$ cat config.mk
export PLATFORM = sky130hd
export DESIGN_NAME = burst_addr_seq
export DESIGN_NICKNAME = d
export VERILOG_FILES = /design/src/rtl/burst_seq_pkg.sv /design/src/rtl/burst_beat_fsm.sv /design/src/rtl/burst_addr_former.sv /design/src/rtl/burst_addr_seq.sv
export SDC_FILE = /design/constraint.sdc
export NUM_CORES = 1
export LEC_CHECK = 0
export BUFFER_PORTS_ARGS = -buffer_cell sky130_fd_sc_hd__buf_2
export CAP_MARGIN = 20
export CORE_AREA = 2 2 39 41
export DETAILED_ROUTE_END_ITERATION = 12
export DIE_AREA = 0 0 41 43
export PLACE_DENSITY = 0.4
export SYNTH_ARGS = -nofsm -noshare
export SYNTH_HDL_FRONTEND = slang
export SYNTH_HIERARCHICAL = 1
export SYNTH_SLANG_ARGS = --single-unit
export TNS_END_PERCENT = 100
$ cat constraint.sdc
create_clock -name clk -period 3 [get_ports clk]
set_input_delay 0 -clock clk [delete_from_list [all_inputs] [get_ports clk]]
set_output_delay 0 -clock clk [all_outputs]
set_load 0.1 [all_outputs]
$ cat src/rtl/burst_seq_pkg.sv
package burst_seq_pkg;
    localparam int BEAT_W    = 2;
    localparam int NUM_BEATS = 1 << BEAT_W;

    typedef enum logic [BEAT_W-1:0] {
        BEAT_0 = 2'd0,
        BEAT_1 = 2'd1,
        BEAT_2 = 2'd2,
        BEAT_3 = 2'd3
    } beat_e;

    typedef enum logic {
        ORDER_LINEAR = 1'b0,
        ORDER_XOR    = 1'b1
    } order_e;
endpackage

$ cat src/rtl/burst_beat_fsm.sv
module burst_beat_fsm
    import burst_seq_pkg::*;
(
    input  logic  clk,
    input  logic  rst_n,
    input  logic  load_i,
    input  logic  adv_n_i,
    output beat_e beat_o
);
    beat_e state_q;
    beat_e state_d;

    // Next-state logic: a load wins over an advance on the same edge.
    always_comb begin
        state_d = state_q;
        if (load_i) begin
            state_d = BEAT_0;
        end else if (!adv_n_i) begin
            unique case (state_q)
                BEAT_0: state_d = BEAT_1;
                BEAT_1: state_d = BEAT_2;
                BEAT_2: state_d = BEAT_3;
                BEAT_3: state_d = BEAT_0;
                default: state_d = BEAT_0;
            endcase
        end
    end

    // State register
    always_ff @(posedge clk or negedge rst_n) begin
        if (!rst_n) state_q <= BEAT_0;
        else        state_q <= state_d;
    end

    // Output process
    always_comb begin
        beat_o = state_q;
    end


    beat_wrap_chk: assert property (@(posedge clk) disable iff (!rst_n)
        (state_q == BEAT_3 && !load_i && !adv_n_i) |=> (state_q == BEAT_0));


    beat_hold_chk: assert property (@(posedge clk) disable iff (!rst_n)
        (!load_i && adv_n_i) |=> $stable(state_q));
endmodule

$ cat src/rtl/burst_addr_former.sv
module burst_addr_former
    import burst_seq_pkg::*;
(
    input  logic [BEAT_W-1:0] start_i,
    input  beat_e             beat_i,
    input  order_e            order_i,
    output logic [BEAT_W-1:0] addr_o
);
    logic [BEAT_W-1:0] lin_addr;
    logic [BEAT_W-1:0] xor_addr;

    always_comb begin
        lin_addr = start_i + BEAT_W'(beat_i);
        xor_addr = start_i ^ BEAT_W'(beat_i);
        unique case (order_i)
            ORDER_LINEAR: addr_o = lin_addr;
            ORDER_XOR:    addr_o = xor_addr;
            default:      addr_o = lin_addr;
        endcase
    end
endmodule

$ cat src/rtl/burst_addr_seq.sv
module burst_addr_seq
    import burst_seq_pkg::*;
(
    input  logic              clk,
    input  logic              rst_n,
    input  logic              load_i,
    input  logic [BEAT_W-1:0] start_i,
    input  logic              adv_n_i,
    input  logic              mode_i,
    output logic [BEAT_W-1:0] addr_o
);
    logic [BEAT_W-1:0] start_q;
    beat_e             beat;

    always_ff @(posedge clk or negedge rst_n) begin
        if (!rst_n)      start_q <= '0;
        else if (load_i) start_q <= start_i;
    end

    burst_beat_fsm beat_fsm_i (
        .clk     (clk),
        .rst_n   (rst_n),
        .load_i  (load_i),
        .adv_n_i (adv_n_i),
        .beat_o  (beat)
    );

    burst_addr_former former_i (
        .start_i (start_q),
        .beat_i  (beat),
        .order_i (order_e'(mode_i)),
        .addr_o  (addr_o)
    );


    load_capture_chk: assert property (@(posedge clk) disable iff (!rst_n)
        (load_i && adv_n_i) |=> (addr_o == $past(start_i)));


    load_beats_adv_chk: assert property (@(posedge clk) disable iff (!rst_n)
        (load_i && !adv_n_i) |=> (addr_o == $past(start_i)));


    addr_hold_chk: assert property (@(posedge clk) disable iff (!rst_n)
        (!load_i && adv_n_i) |=> ($stable(addr_o) || !$stable(mode_i)));


    linear_step_chk: assert property (@(posedge clk) disable iff (!rst_n)
        (!load_i && !adv_n_i && !mode_i) |=>
            (mode_i || addr_o == BEAT_W'($past(addr_o) + 1'b1)));
endmodule

# Yosys cells after proc, flatten, opt, wreduce, memory -nomap -nowiden
# Index checks and enable logic that the tools add are counted.
totals:
  in_bits: 7
  register_bits: 4
  n_memories: 0
  wordCells: 14
  mem_bits_ro: 0
  mem_bits_rw: 0
  latch_bits: 0
  output_inout_bits: 2
op_classes:
  magnitude_cmp: 0
  mux: 4
  bitwise: 2
  div_mod_pow: 0
  n_reduce_logical: 1
  n_addsub: 1
  n_mul: 0
  shifts: 0
  eq_ne: 4
op_table:
  columns: ["operator", "n"]
  rows:
  - ["$pmux 2 s4", 1]
  - ["$eq 2x2->1 const B", 2]
  - ["$mux 2", 2]
  - ["$pmux 2 s2", 1]
  - ["$add 2x2->2", 1]
  - ["$eq 2x1->1 const B", 1]
  - ["$logic_not 2->1", 1]
  - ["$ne 2x2->1 const B", 1]
  - ["$xor 2x2->2", 1]
  - ["$not 1->1", 1]

# Logic depth before layout (Yosys ltp)
depth:
  depth_word: 4
  ltp_mapped: 4
  mapped_depth_nobuf: 4

# Modules after synthesis
# Netlist, hierarchy kept.
modules_own_cells:
  columns: ["module", "seq_area_each_um2", "area_per_inst_um2", "n_inst", "cells_each"]
  rows:
  - ["burst_beat_fsm", 50.0, 113.9, 1, 10]
  - ["burst_addr_seq", 50.0, 72.6, 1, 4]
  - ["burst_addr_former", 0.0, 36.3, 1, 4]

# Worst setup path after synthesis
# No wires, ideal clock.
synth_timing:
  path_type: "register -> output"
  from: "register start_q[0]"
  to: "output addr_o[1]"
  path_stages_with_launch: 4
  t_arrival_ns: 2.224
  slack_ns: 0.776
  n_path_buf: 0
  path_cell_list: "dfrtp_1 > ha_1 > nor2b_1 > xnor2_1"
synth_via:
  elab_chain_len: 2
synth_lines:
  columns: ["item", "line", "source"]
  rows:
  - ["start, declared", "burst_addr_seq.sv:12", "logic [BEAT_W-1:0] start_q;"]
  - ["start signal, assigned", "burst_addr_seq.sv:17", "else if (load_i) start_q <= start_i;"]
  - ["$add 2x2->2", "burst_addr_former.sv:13", "lin_addr = start_i + BEAT_W'(beat_i);"]
  - ["$pmux 2 s2", "burst_addr_former.sv:15", "unique case (order_i)"]
  - ["end, declared", "burst_addr_seq.sv:10", "output logic [BEAT_W-1:0] addr_o"]
# No other way between the ends.

# Worst setup path after layout
layout_timing:
  from: "register beat_fsm_i.state_q[1] (netlist: beat_fsm_i/beat_o[1])"
  to: "register beat_fsm_i.state_q[0] (netlist: beat_fsm_i/beat_o[0])"
layout_via:
  elab_chain_len: 4
layout_lines:
  columns: ["item", "line", "source"]
  rows:
  - ["start, declared", "burst_beat_fsm.sv:10", "beat_e state_q;"]
  - ["start signal, assigned", "burst_beat_fsm.sv:32", "else state_q <= state_d;"]
  - ["$eq 2x2->1 (tied with other cells)", "burst_beat_fsm.sv:19", "unique case (state_q)"]
  - ["$pmux 2 s4 (*)", "burst_beat_fsm.sv:19", null]
  - ["$mux 2 (*)", "burst_beat_fsm.sv:18", "end else if (!adv_n_i) begin"]
  - ["$mux 2 (*)", "burst_beat_fsm.sv:16", "if (load_i) begin"]
# Mark *: on every way between the ends. The rest lies on a longest branch, timed or not. The select of a mux whose other input is x is not followed.
# A chain may end at the register's enable or synchronous reset.

==> results.tsv <==
metric	value	unit
Post-Synth Adder-Cell Area	0.169	
Area Overhead vs Synth	59.6	%
Worst EP required	3130	ps
overall via count from detail_route	198	
row count	14	
PostCTS Resize Cnt	0	
mux cell area share after synthesis	0.146	
Routed WL	529	um
fin crit period	1590	ps
switching pwr	0.0893	mW
Synth Register Bits	4	
Initial Utilization	0.161	
syn avg cell area	12.4	um2
Unique masters post-synth	10	
pin count of the biggest net entering global routing	5	
Buffers on Ports	8	
Clk pin slew, worst setup/hold paths	40	ps
H-tree depth	1	
crit-path max FO	4	
Die H	43	um
max_cap viols	0	
register area share after synthesis	0.449	
count leader, synth	dfrtp_1	
number of global-route vias before repair	208	
initial DRC count	1	
Synth top area share	0.449	
clock power share	0.342	
post-route antenna net violation count	0	
final hold viol count	0	
critical path class	reg -> reg	
CTS root buffer	clkbuf_4	
placed cell area	283	um2
Rel. slew slack	0.674	
Net Sw Frac	0.412	
CTS tree	yes	
Slew @ Worst Pin	492	ps
WP data arrival	1720	ps
Peak VDD IR	0.000163	V
routability congestion estimate from global placement	0.617	
Area contributors post-synth	dfrtp_1 (45%), ha_1 (17%), mux2_2 (10%), xnor2_1 (7.9%), a211oi_2 (5.6%)	
RSZ-0062 raised after global routing	false	
status	finished clean	
Die X	41	um
ys flop type	dfrtp_1	
largest family of logic cells by synthesized area	adder cells	
top post-synthesis cells by count	dfrtp_1 (4), ha_1 (3), inv_1 (2), mux2_2 (2), xnor2_1 (2)	
Highest Clock Rate	630	MHz
Post-CTS Setup Repair Bufs	0	
Flop pwr share	0.292	
post-synth top area cell	dfrtp_1	
average wire per standard cell	10.6	um
fillers	153	
drt first pass iters	2	
vias per cell	3.96	
Core Region	0.00138	mm2
final instance area	355	um2
clock sink count	4	
clk_skew	0.000944	ps
grt ovf	0	
fraction of layout cells with a size suffix above 1	0.412	
Comb power frac	0.366	
Synth Instances	18	
drt drc	0	
first-pass GRT wire length	945	um
hold crit path type	in -> reg	
Leakage	0.168	nW
Num CTS Buffers	3	
CP Launch Type	flip-flop	
Layout Nets	46	
TNS Setup	0	ps
cell-internal power	0.127	mW
GRT Util Overall	0.0928	
Clock Path Buffers	2	
Skew-Pair Late Insertion Delay	250	ps
Slew Limit Fails	0	
Synth Area in XOR/XNOR	0.0787	
Mapped Nets	28	
Final Setup Violations	0	
io pins	9	
Post-Synthesis Cell Area	223	um2
Die ar.	0.00176	mm2
Final Cycle Share	0.529	
Synth Area in Simple Gates	0.0674	
number of enable flip-flop cells after synthesis	0	
initial antenna violation count	0	
FFs w/ async S/R, synth	1.00	
Yosys warnings	6	
P per Cell Area	609	mW/mm2
Antenna diodes	0	
fraction of the mapped netlist area in compound gates	0.0562	
kind of end point of the critical path	flip-flop	
==> critical path: stages (launching register included) <==
cell and delay [ps]:
dfrtp_1 410, inv_1 60, ha_1 170, nor3_1 210, a211oi_2 60, dlygate4sd3_1 550
==> path summary, 6_finish.rpt <==
kind	slack, ps	end	depth (start not counted)	from
max	1410	beat_fsm_i/beat_o[0]	5	beat_fsm_i/beat_o[1]
min	70	beat_fsm_i/beat_o[1]	3	adv_n_i
max reg2reg	1410	beat_fsm_i/beat_o[0]	5	beat_fsm_i/beat_o[1]
min reg2reg	520	start_q[0]	1	start_q[0]
max in group asynchronous	2790	start_q[0]	2	rst_n
min in group asynchronous	90	beat_fsm_i/beat_o[0]	2	rst_n
==> flip-flops by register name (all words and copies together), names as in the netlist <==
| name | cells |
|---|---|
| beat_fsm_i/beat_o | 2 |
| start_q | 2 |
==> final cells by class <==
cell class / instances / area [um2] / area share
repair buffers: 13 / 90.1 / 0.254
clock buffers: 3 / 22.5 / 0.0634
well taps: 16 / 20.0 / 0.0563
flip-flops and latches: 4 / 100 / 0.282
multi-input cells: 12 / 115 / 0.324
inverters: 2 / 7.51 / 0.0211
==> cells by family after synthesis <==
logic type | Yosys count
DFF | 4
muxes | 3
adders and majority gates | 3
and+or+nand+nor | 3
xor gates and xnor gates | 2
buffers and inverters | 2
AOI/OAI and AO/OA | 1
==> layer usage <==
| metal | vias to the layer above | GRT usage | wire [um] |
|---|---|---|---|
| met3 | 4 | 0.0366 | 38 |
| met5 | - | 0 | 0 |
| li1 | 93 | - | - |
| met4 | 0 | 0.140 | 34 |
| met2 | 6 | 0.125 | 293 |
| met1 | 95 | 0.0784 | 163 |
==> placed cells by master, fill, tap and decap left out <==
master         n
mux2i_1        1
a211oi_2       1
dlygate4sd3_1  5
inv_1          2
mux2_2         2
nor2b_1        1
dfrtp_1        4
buf_2          8
ha_1           3
clkbuf_4       3
nor3_1         1
nor2_1         1
xnor2_1        2
==> repair_timing <==
action                                  in CTS  in global routing
endpoints found under the setup margin       0                  0
hold endpoints to repair                     8                  0
hold buffers                                 5                  0
==> stage by stage <==
stage	instances	total power [mW]	hold slack (ps)	worst slack (ps)	utilization
2_1_floorplan	18	0.125	-296	776	-
3_3_place_gp	42	0.136	-194	1770	0.204
3_5_place_dp	42	0.138	-193	1740	0.204
4_1_cts	50	0.215	59.7	1400	0.257
5_1_grt	50	0.225	93.2	1320	0.257
6_report	50	0.216	72.0	1410	0.257
==> power groups by stage <==
| stage | Sequential, mW | Clock (mW) | Combinational, mW |
|---|---|---|---|
| 3_3_place_gp | 0.0638 | 0 | 0.0717 |
| 4_1_cts | 0.0633 | 0.0726 | 0.0792 |
| 6_report | 0.0633 | 0.0739 | 0.0792 |
| 2_1_floorplan | 0.0629 | 0 | 0.0619 |
| 5_1_grt | 0.0641 | 0.0755 | 0.0854 |
| 3_5_place_dp | 0.0640 | 0 | 0.0735 |
(Power assumes the default switching activity.)
